`src/rtl/des_pkg.sv`:
```
package des_pkg;

    typedef enum logic [1:0] {
        ST_IDLE   = 2'd0,
        ST_REPORT = 2'd1,
        ST_RESET  = 2'd2
    } des_state_e;

    typedef enum logic [1:0] {
        ALIAS_WRITE  = 2'd0,
        ALIAS_SET    = 2'd1,
        ALIAS_CLEAR  = 2'd2,
        ALIAS_TOGGLE = 2'd3
    } des_alias_e;

endpackage

```
`src/rtl/des_flag_reg.sv`:
```
module des_flag_reg
    import des_pkg::*;
#(
    parameter int unsigned W    = 32,
    parameter int unsigned AW   = 12,
    parameter logic [11:0] BASE = 12'h010
) (
    input  logic          clk,
    input  logic          rst_n,
    input  logic          wr_en,
    input  logic [AW-1:0] wr_addr,
    input  logic [W-1:0]  wr_data,
    input  logic [W-1:0]  hw_clr,
    input  logic [W-1:0]  hw_set,
    output logic [W-1:0]  q
);
    logic       hit;
    des_alias_e op;
    logic [W-1:0] nxt;

    assign hit = wr_en && (wr_addr[AW-1:4] == BASE[AW-1:4]) && (wr_addr[1:0] == 2'b00);
    assign op  = des_alias_e'(wr_addr[3:2]);

    always_comb begin
        nxt = q;
        if (hit) begin
            unique case (op)
                ALIAS_WRITE:  nxt = wr_data;
                ALIAS_SET:    nxt = q | wr_data;
                ALIAS_CLEAR:  nxt = q & ~wr_data;
                ALIAS_TOGGLE: nxt = q ^ wr_data;
                default:      nxt = q;
            endcase
        end
        // hardware pulses are applied last so they win over any clear
        nxt = (nxt & ~hw_clr) | hw_set;
    end

    always_ff @(posedge clk) begin
        if (!rst_n) q <= '0;
        else        q <= nxt;
    end
endmodule

```
`src/rtl/des_qualify.sv`:
```
module des_qualify #(
    parameter int unsigned NCH = 16
) (
    input  logic [NCH-1:0]   done,
    input  logic [NCH-1:0]   term,
    input  logic [NCH-1:0]   bus,
    output logic [NCH-1:0]   err_ok,
    output logic [2*NCH-1:0] pending
);
    for (genvar c = 0; c < NCH; c++) begin : g_ch
        assign err_ok[c] = term[c] & (bus[c] | ~done[c]);
    end
    assign pending = {err_ok, done};
endmodule

```
`src/rtl/des_prio.sv`:
```
module des_prio #(
    parameter int unsigned W    = 32,
    parameter int unsigned IDXW = $clog2(W)
) (
    input  logic [W-1:0]    vec,
    output logic            any,
    output logic [IDXW-1:0] idx
);
    always_comb begin
        any = |vec;
        idx = '0;
        for (int i = 0; i < W; i++) begin
            if (vec[i]) idx = IDXW'(i);
        end
    end
endmodule

```
`src/rtl/des_fsm.sv`:
```
module des_fsm
    import des_pkg::*;
#(
    parameter int unsigned NCH  = 16,
    parameter int unsigned IDXW = 5,
    parameter int unsigned CHW  = 4
) (
    input  logic            clk,
    input  logic            rst_n,
    input  logic            pend_any,
    input  logic [IDXW-1:0] pend_idx,
    input  logic            ack,
    output logic            evt_valid,
    output logic [CHW-1:0]  evt_chan,
    output logic            evt_is_err,
    output logic [NCH-1:0]  done_clr,
    output logic [NCH-1:0]  err_clr,
    output logic [NCH-1:0]  chan_reset
);
    des_state_e state_q, state_d;
    logic [CHW-1:0] chan_q;
    logic           kind_q;
    logic [NCH-1:0] chan_oh;

    always_ff @(posedge clk) begin
        if (!rst_n) begin
            state_q <= ST_IDLE;
            chan_q  <= '0;
            kind_q  <= 1'b0;
        end else begin
            state_q <= state_d;
            if (state_q == ST_IDLE && pend_any) begin
                chan_q <= pend_idx[CHW-1:0];
                kind_q <= pend_idx[IDXW-1];
            end
        end
    end

    always_comb begin
        state_d = state_q;
        unique case (state_q)
            ST_IDLE:   if (pend_any) state_d = ST_REPORT;
            ST_REPORT: if (ack)      state_d = kind_q ? ST_RESET : ST_IDLE;
            ST_RESET:                state_d = ST_IDLE;
            default:                 state_d = ST_IDLE;
        endcase
    end

    always_comb begin
        chan_oh    = {{(NCH-1){1'b0}}, 1'b1} << chan_q;
        evt_valid  = (state_q == ST_REPORT);
        evt_chan   = chan_q;
        evt_is_err = kind_q;
        done_clr   = (evt_valid && ack && !kind_q) ? chan_oh : '0;
        err_clr    = (evt_valid && ack &&  kind_q) ? chan_oh : '0;
        chan_reset = (state_q == ST_RESET) ? chan_oh : '0;
    end
endmodule

```
`src/rtl/dma_evt_sorter.sv`:
```
module dma_evt_sorter #(
    parameter int unsigned NCH      = 16,
    parameter int unsigned AW       = 12,
    parameter logic [11:0] CTRL_OFS = 12'h000,
    parameter logic [11:0] DONE_OFS = 12'h010,
    parameter logic [11:0] ERR_OFS  = 12'h020
) (
    input  logic               clk,
    input  logic               rst_n,
    input  logic               reg_wr,
    input  logic [AW-1:0]      reg_addr,
    input  logic [2*NCH-1:0]   reg_wdata,
    output logic [2*NCH-1:0]   reg_rdata,
    input  logic [NCH-1:0]     done_pulse,
    input  logic [NCH-1:0]     term_pulse,
    input  logic [NCH-1:0]     bus_err_pulse,
    output logic               irq,
    output logic               evt_valid,
    output logic [$clog2(NCH)-1:0] evt_chan,
    output logic               evt_is_err,
    output logic [NCH-1:0]     chan_reset
);
    localparam int unsigned DW   = 2 * NCH;
    localparam int unsigned IDXW = $clog2(DW);
    localparam int unsigned CHW  = $clog2(NCH);

    logic [DW-1:0]  cmpl_reg_q;
    logic [DW-1:0]  err_reg_q;
    logic [NCH-1:0] done_clr, err_clr;
    logic [NCH-1:0] err_ok;
    logic [DW-1:0]  pending;
    logic           pend_any;
    logic [IDXW-1:0] pend_idx;
    logic           ack_fire;

    assign ack_fire = reg_wr && (reg_addr == CTRL_OFS[AW-1:0]) && reg_wdata[0];

    des_flag_reg #(.W(DW), .AW(AW), .BASE(DONE_OFS)) u_cmpl (
        .clk     (clk),
        .rst_n   (rst_n),
        .wr_en   (reg_wr),
        .wr_addr (reg_addr),
        .wr_data (reg_wdata),
        .hw_clr  ({{NCH{1'b0}}, done_clr}),
        .hw_set  ({{NCH{1'b0}}, done_pulse}),
        .q       (cmpl_reg_q)
    );

    des_flag_reg #(.W(DW), .AW(AW), .BASE(ERR_OFS)) u_err (
        .clk     (clk),
        .rst_n   (rst_n),
        .wr_en   (reg_wr),
        .wr_addr (reg_addr),
        .wr_data (reg_wdata),
        .hw_clr  ({err_clr, err_clr}),
        .hw_set  ({bus_err_pulse, term_pulse | bus_err_pulse}),
        .q       (err_reg_q)
    );

    des_qualify #(.NCH(NCH)) u_qual (
        .done    (cmpl_reg_q[NCH-1:0]),
        .term    (err_reg_q[NCH-1:0]),
        .bus     (err_reg_q[DW-1:NCH]),
        .err_ok  (err_ok),
        .pending (pending)
    );

    des_prio #(.W(DW), .IDXW(IDXW)) u_prio (
        .vec (pending),
        .any (pend_any),
        .idx (pend_idx)
    );

    des_fsm #(.NCH(NCH), .IDXW(IDXW), .CHW(CHW)) u_fsm (
        .clk        (clk),
        .rst_n      (rst_n),
        .pend_any   (pend_any),
        .pend_idx   (pend_idx),
        .ack        (ack_fire),
        .evt_valid  (evt_valid),
        .evt_chan   (evt_chan),
        .evt_is_err (evt_is_err),
        .done_clr   (done_clr),
        .err_clr    (err_clr),
        .chan_reset (chan_reset)
    );

    assign irq = (|(cmpl_reg_q[DW-1:NCH] & cmpl_reg_q[NCH-1:0])) | (|err_ok);

    always_comb begin
        reg_rdata = '0;
        if (reg_addr[1:0] == 2'b00) begin
            if (reg_addr[AW-1:4] == DONE_OFS[AW-1:4])     reg_rdata = cmpl_reg_q;
            else if (reg_addr[AW-1:4] == ERR_OFS[AW-1:4]) reg_rdata = err_reg_q;
        end
    end
endmodule

```
`config.mk`:
```
export PLATFORM = sky130hd
export DESIGN_NAME = dma_evt_sorter
export DESIGN_NICKNAME = d
export VERILOG_FILES = /design/src/rtl/des_pkg.sv /design/src/rtl/des_flag_reg.sv /design/src/rtl/des_qualify.sv /design/src/rtl/des_prio.sv /design/src/rtl/des_fsm.sv /design/src/rtl/dma_evt_sorter.sv
export SDC_FILE = /design/constraint.sdc
export NUM_CORES = 1
export LEC_CHECK = 0
export BUFFER_PORTS_ARGS = -buffer_cell sky130_fd_sc_hd__buf_2
export CAP_MARGIN = 25
export CELL_PAD_IN_SITES_DETAIL_PLACEMENT = 1
export CELL_PAD_IN_SITES_GLOBAL_PLACEMENT = 1
export CORE_MARGIN = 2
export CORE_UTILIZATION = 40
export DETAILED_ROUTE_END_ITERATION = 10
export GPL_ROUTABILITY_DRIVEN = 0
export GPL_TIMING_DRIVEN = 0
export PLACE_DENSITY = 0.87
export SYNTH_ARGS = -nofsm -noshare
export SYNTH_HDL_FRONTEND = slang
export SYNTH_HIERARCHICAL = 1
export SYNTH_SLANG_ARGS = --single-unit
```
`constraint.sdc`:
```
create_clock -name clk -period 2 [get_ports clk]
set_input_delay 0.1 -clock clk [delete_from_list [all_inputs] [get_ports clk]]
set_output_delay 0.1 -clock clk [all_outputs]
set_load 0.05 [all_outputs]
```
==> results of run 1 <==
==> cells in the mapped netlist, drive strengths merged, types with 3 or more instances <==
master / count / area share (%)
a21boi: 18 / 1.4
a21oi: 6 / 0.32
a22oi: 40 / 3.2
a2bb2oi: 6 / 0.68
buf: 78 / 5.6
clkbuf: 20 / 0.83
dfxtp: 71 / 15
ha: 128 / 17
inv: 215 / 8.5
mux2i: 5 / 0.53
mux4: 64 / 15
nand2: 144 / 5.7
nand3: 3 / 0.21
nand3b: 58 / 4.6
nand4: 4 / 0.26
nand4b: 5 / 0.46
nand4bb: 5 / 0.59
nor2: 90 / 3.5
nor2b: 3 / 0.20
nor3: 9 / 0.95
nor4: 19 / 1.8
o21ai: 10 / 0.53
o221ai: 59 / 9.2
or2: 16 / 1.1
or3: 4 / 0.26
or4: 4 / 0.35
or4b: 10 / 1.4
==> report_power, final <==
group	switching, W	internal (W)	total (W)
Clock	0.000771	0.000996	0.00177
Sequential	0.000241	0.00156	0.00180
Combinational	0.00121	0.00102	0.00223
==> worst min path at each step <==
stage	end	slack (ns)	cells after the start
after floorplan	u_cmpl/q[4]	0.21	2
after global placement	u_cmpl/q[5]	0.30	3
after detailed placement	u_cmpl/q[4]	0.31	3
after CTS	u_err/q[17]	0.002	3
after global routing	u_err/q[17]	0.02	3
final	u_err/q[17]	0.009	3
==> cell families after synthesis <==
logic type	after synthesis
AO/OA/AOI/OAI	147
adder cells (fa/ha/maj)	128
buffers and inverters	313
flip-flops	71
multiplexers	69
other	1
AND/OR/NAND/NOR	379
==> area by class of cell <==
cell class | instances | area share, %
Multi-Input combinational cell | 771 | 58.82
Sequential cell | 71 | 12.57
Timing Repair Buffer | 213 | 10.93
Inverter | 215 | 6.709
Buffer | 96 | 5.185
Tap cell | 319 | 3.308
Clock buffer | 10 | 1.980
Clock inverter | 6 | 0.4977
==> timing repair <==
action,CTS,global route
endpoints found under the hold margin,28,0
setup endpoints to repair,50,55
setup buffers,26,9
gates cloned,0,0
pin swaps,7,10
resized for setup,68,53
hold buffers,28,0
==> registers in the layout, indices dropped and copies added (netlist names) <==
signal and cells:
u_fsm/evt_is_err 1, u_err/q 32, u_cmpl/q 32, u_fsm/evt_chan 4
u_fsm/state_q 2
==> metrics by stage <==
step | area, µm² | hold WS [ns]
after CTS | 11860 | 0.001734
after global placement | 10900 | 0.2980
final | 12070 | 0.008731
after detailed placement | 10900 | 0.3056
after global routing | 12070 | 0.01539
after floorplan | 9754 | 0.2086
==> worst reg2reg max path: cells and delay by family (launching register included) <==
family,cells,cell delay [ns]
flops,1,0.35
simple gates,5,1.20
compound gates,2,0.40
buf+inv,1,0.19
==> layer usage <==
metal / wire length, µm / share of wire [%]
met1: 15110 / 38
met4: 2611 / 6.5
met5: 0 / 0
met3: 3289 / 8.2
met2: 19210 / 48
==> impl_metrics.yaml, run 1 <==
status:
  status: "finished with violations"
  violations: "setup timing"
finish:
  nets: 1600
  regArea_um2: 1516
  multi_input_area_um2: 7098
  post-route-util_pct: 51.56
  fillers: 2839
  diodes: 0
  syn_to_final_growth_pct: 26.60
  final_cell_mix: "210 x inv_1, 174 x buf_2, 143 x nand2_1, 128 x ha_1"
  final_cells: 1701
  layout_commonest_cell: "inv_1"
  drive_gt1_share_pct: 38.06
setup_path:
  path_buf_inv: 1
  critical_path_class: "flop to flop"
  cpPeakStageDelay_ns: 0.43
  timing.rr.end: "u_fsm/state_q[0]"
  cp.required_ns: 2.26
  reg2reg_depth: 8
  reg2reg_slack_ns: -0.23
  critical_path.top_delay_family: "simple AND/OR/NAND/NOR gates"
  end_kind: "flop"
  worstReg2RegStart: "u_err/q[13]"
  crit_slowest_cell: "or4_4"
  cp-endpoint: "u_fsm/state_q[0]"
  crit_path_start: "u_err/q[13]"
  cp_max_fo: 6
  critPathArrivalTime_ns: 2.49
  start_kind: "flop"
  path_cells: "a21boi_2, buf_4, nor4_4, and3_4, nand3_4, or4_4, nor3b_4, o21a_1"
  worst-path-stages: 8
run:
  drv_cap: 0
grt:
  antenna_found_initial: 0
  grt_overflow_total: 0
  grt_use_met3_pct: 5.090
  grt-busiest-layer: "met2"
  use_met1_pct: 36.88
  grt_pass1_wl_um: 58470
  grt_pass1_vias: 10390
  gr-usage-all-layers_pct: 31.21
  met2_usage_pct: 54.04
  grt_max_degree: 13
sta:
  slew-limit-headroom_pct: 48.73
  fmax_mhz: 448.5
  setup_viol_count_final: 8
  tightest_slew_ns: 0.7691
  min_period_over_period_pct: 111.5
  period_needed_ns: 2.230
  rsz0062_at_grt: "yes"
  final_max_slew_viol_count: 0
  hold_viol_final: 0
  final.setup.worst_slack_ns: -0.2296
  clock_skew_ns: 0.01145
  final.setup.tns_ns: -1.310
yosys:
  synthMuxAreaShare_pct: 15.65
  synth_seq_cells: 71
  synth_seq_area_share_pct: 14.91
  synth_ff_type: "dfxtp_1"
  synth_async_sr_flop_share_pct: 0
  synth_edf_count: 0
  ys_types: 53
  syn_area_um2: 9532
  synth-xor-area-share_pct: 0
  syn_area_per_cell_um2: 8.603
  synth_top_family_by_area: "simple AND/OR/NAND/NOR gates"
  synth_compound_area_share_pct: 16.03
  synth_cells: 1108
  synth_fa_ha_area_share_pct: 16.80
  synth_warnings: 6
  yosys.area_share.simple_pct: 21.69
worst_hold_path:
  hold_path_class: "input port to flop"
  min_from: "bus_err_pulse[1]"
floorplan:
  dieArea_um2: 25080
  die_h_um: 158.4
  ioPinCount: 150
  rows: 56
  chipWidth_um: 158.4
  start_util_pct: 40.73
  core_um2: 23400
placement:
  io_buffers: 149
  pre_cts_ws_ns: -0.7852
  dp_hpwl_um: 28740
  placedCellCount: 1624
clock_network:
  cts_buffers: 9
  cts_tree: "built"
  cts_sinks: 71
  clkTransAtPathRegs_ns: 0.06
  root_buffer: "clkbuf_16"
  clockBufferDepth: 2
  clock_latency_ns: 0.37
  cts_max_level: 3
detailed_routing:
  antenna_left: 0
  drc: 0
  num_vias: 10050
  drt-total-wl_um: 40230
  wl_per_cell_um: 23.65
  firstDrtPassIters: 5
  via_per_inst: 5.907
  drtIter0Drc: 829
power:
  power.density_nw_per_um2: 479.9
  power.leakage_nw: 5.605
  peakVddDrop_uv: 384.8
  power.total_w: 0.005791
Power figures use the tool's default switching activity.
==> inputs of run 2 (changes only) <==
--- a/config.mk
+++ b/config.mk
@@ -16,4 +16,5 @@
 export GPL_TIMING_DRIVEN = 0
 export PLACE_DENSITY = 0.87
+export SETUP_SLACK_MARGIN = 0.15
 export SYNTH_ARGS = -nofsm -noshare
 export SYNTH_HDL_FRONTEND = slang
==> constraint.sdc (replaced) <==
create_clock -name clk -period 2 [get_ports clk]
set_input_delay 0.1 -clock clk [delete_from_list [all_inputs] [get_ports clk]]
set_output_delay 0.1 -clock clk [all_outputs]
set_load 0.005 [all_outputs]
==> impl_metrics.yaml, run 2 (synthesis results as in run 1) <==
finish:
  syn_to_final_growth_pct: 24.64
  post-route-util_pct: 50.76
  layout_commonest_cell: "inv_1"
  final_cell_mix: "212 x inv_1, 174 x buf_2, 143 x nand2_1, 128 x ha_1, 75 x nor2_1"
  diodes: 0
  nets: 1580
  drive_gt1_share_pct: 36.34
  final_cells: 1681
sta:
  slew-limit-headroom_pct: 43.73
  period_needed_ns: 2.163
  hold_viol_final: 0
  hold_ws_ns: 0.004904
  rsz0062_at_grt: "yes"
  tightest_slew_ns: 0.8441
  clock_skew_ns: 0.007763
  final_max_slew_viol_count: 0
  min_period_over_period_pct: 108.2
  fmax_mhz: 462.2
  setup_viol_count_final: 20
  final.setup.worst_slack_ns: -0.1634
power:
  power.leakage_nw: 5.517
  power.total_w: 0.005761
  peakVddDrop_uv: 365.8
  power.density_nw_per_um2: 484.9
floorplan:
  die_h_um: 158.4
  core_um2: 23400
  chipWidth_um: 158.4
  ioPinCount: 150
  dieArea_um2: 25080
  rows: 56
  start_util_pct: 40.73
clock_network:
  clockBufferDepth: 2
  cts_sinks: 71
  clkTransAtPathRegs_ns: 0.06
  cts_tree: "built"
  cts_buffers: 9
  cts_max_level: 3
  clock_latency_ns: 0.36
  root_buffer: "clkbuf_16"
detailed_routing:
  drtIter0Drc: 849
  via_per_inst: 5.807
  drt-total-wl_um: 39400
  antenna_left: 0
  wl_per_cell_um: 23.44
  drc: 0
  num_vias: 9762
  firstDrtPassIters: 5
grt:
  grt_use_met3_pct: 5.171
  grt_pass1_vias: 10360
  grt_overflow_total: 0
  grt-busiest-layer: "met2"
  met2_usage_pct: 52.82
  antenna_found_initial: 0
  use_met1_pct: 37.02
  grt_pass1_wl_um: 57880
  gr-usage-all-layers_pct: 30.99
  grt_max_degree: 13
worst_hold_path:
  hold_path_class: "input port to flop"
  hold_path_end: "u_cmpl/q[6]"
  min_from: "done_pulse[6]"
  holdPathStages: 3
setup_path:
  cp.required_ns: 2.25
  start_kind: "flop"
  worstReg2RegStart: "u_err/q[25]"
  reg2reg_slack_ns: -0.16
  end_kind: "flop"
  critical_path_class: "flop to flop"
  timing.rr.end: "u_fsm/state_q[0]"
  critPathArrivalTime_ns: 2.41
  cp_max_fo: 6
  crit_path_start: "u_err/q[25]"
  reg2reg_depth: 9
run:
  drv_cap: 0
placement:
  io_buffers: 149
  placedCellCount: 1624
  dp_hpwl_um: 29500
status:
  violations: "setup timing"
  status: "finished with violations"
==> run 2: final cells by class <==
type	instances	area [µm²]
clock inverters	6	83.83
clock buffers	10	239.0
flip-flops and latches	71	1489
plain buffers	98	648.1
multi-input cells	771	7093
repair buffers	191	1119
well taps	319	399.1
fillers	2861	11520
inverters	215	809.5
==> run 2: where the power goes <==
group | total, W | internal, W | leakage [nW] | switching (W)
registers | 0.00180 | 0.00156 | 0.603 | 0.000249
logic | 0.00210 | 0.000990 | 4.75 | 0.00111
clock network | 0.00185 | 0.00112 | 0.162 | 0.000730
==> run 2: how the worst max path moves through the flow <==
stage	slack, ns	end
2_1_floorplan	-0.02	u_fsm/state_q[0]
3_3_place_gp	-1.01	u_err/q[25]
3_5_place_dp	-0.75	u_err/q[22]
4_1_cts	-0.12	u_fsm/state_q[0]
5_1_grt	-0.20	u_fsm/state_q[0]
6_report	-0.16	u_fsm/state_q[0]
==> run 2: layer usage <==
layer	vias up	wire [µm]
met3	151	3244
met4	0	2167
met5	-	0
met2	553	18960
li1	4243	-
met1	4815	15030
==> run 2: critical path, stage by stage, from the launching register on <==
cell and delay [ns]:
dfxtp_1 0.36, inv_1 0.14, a21boi_2 0.11, buf_4 0.17, nor4_4 0.14, and3_4 0.22, nand3_2 0.08, or4_4 0.44
nor3b_4 0.21, o21a_1 0.18
==> run 2: repair_timing <==
action	CTS	global route
pin swaps	7	4
endpoints found under the setup margin	59	56
endpoints found under the hold margin	24	0
hold buffers	24	0
buffers inserted	17	0
gates resized for setup	75	33
==> run 2: per-stage QoR <==
step	cell area, µm²	setup WS, ns	TNS (ns)
after CTS	11790	-0.1194	-0.6594
after detailed placement	10880	-0.7450	-22.17
after global placement	10880	-1.014	-17.71
final	11880	-0.1634	-1.215
after global routing	11880	-0.1970	-3.327
after floorplan	9732	-0.02487	-0.02487
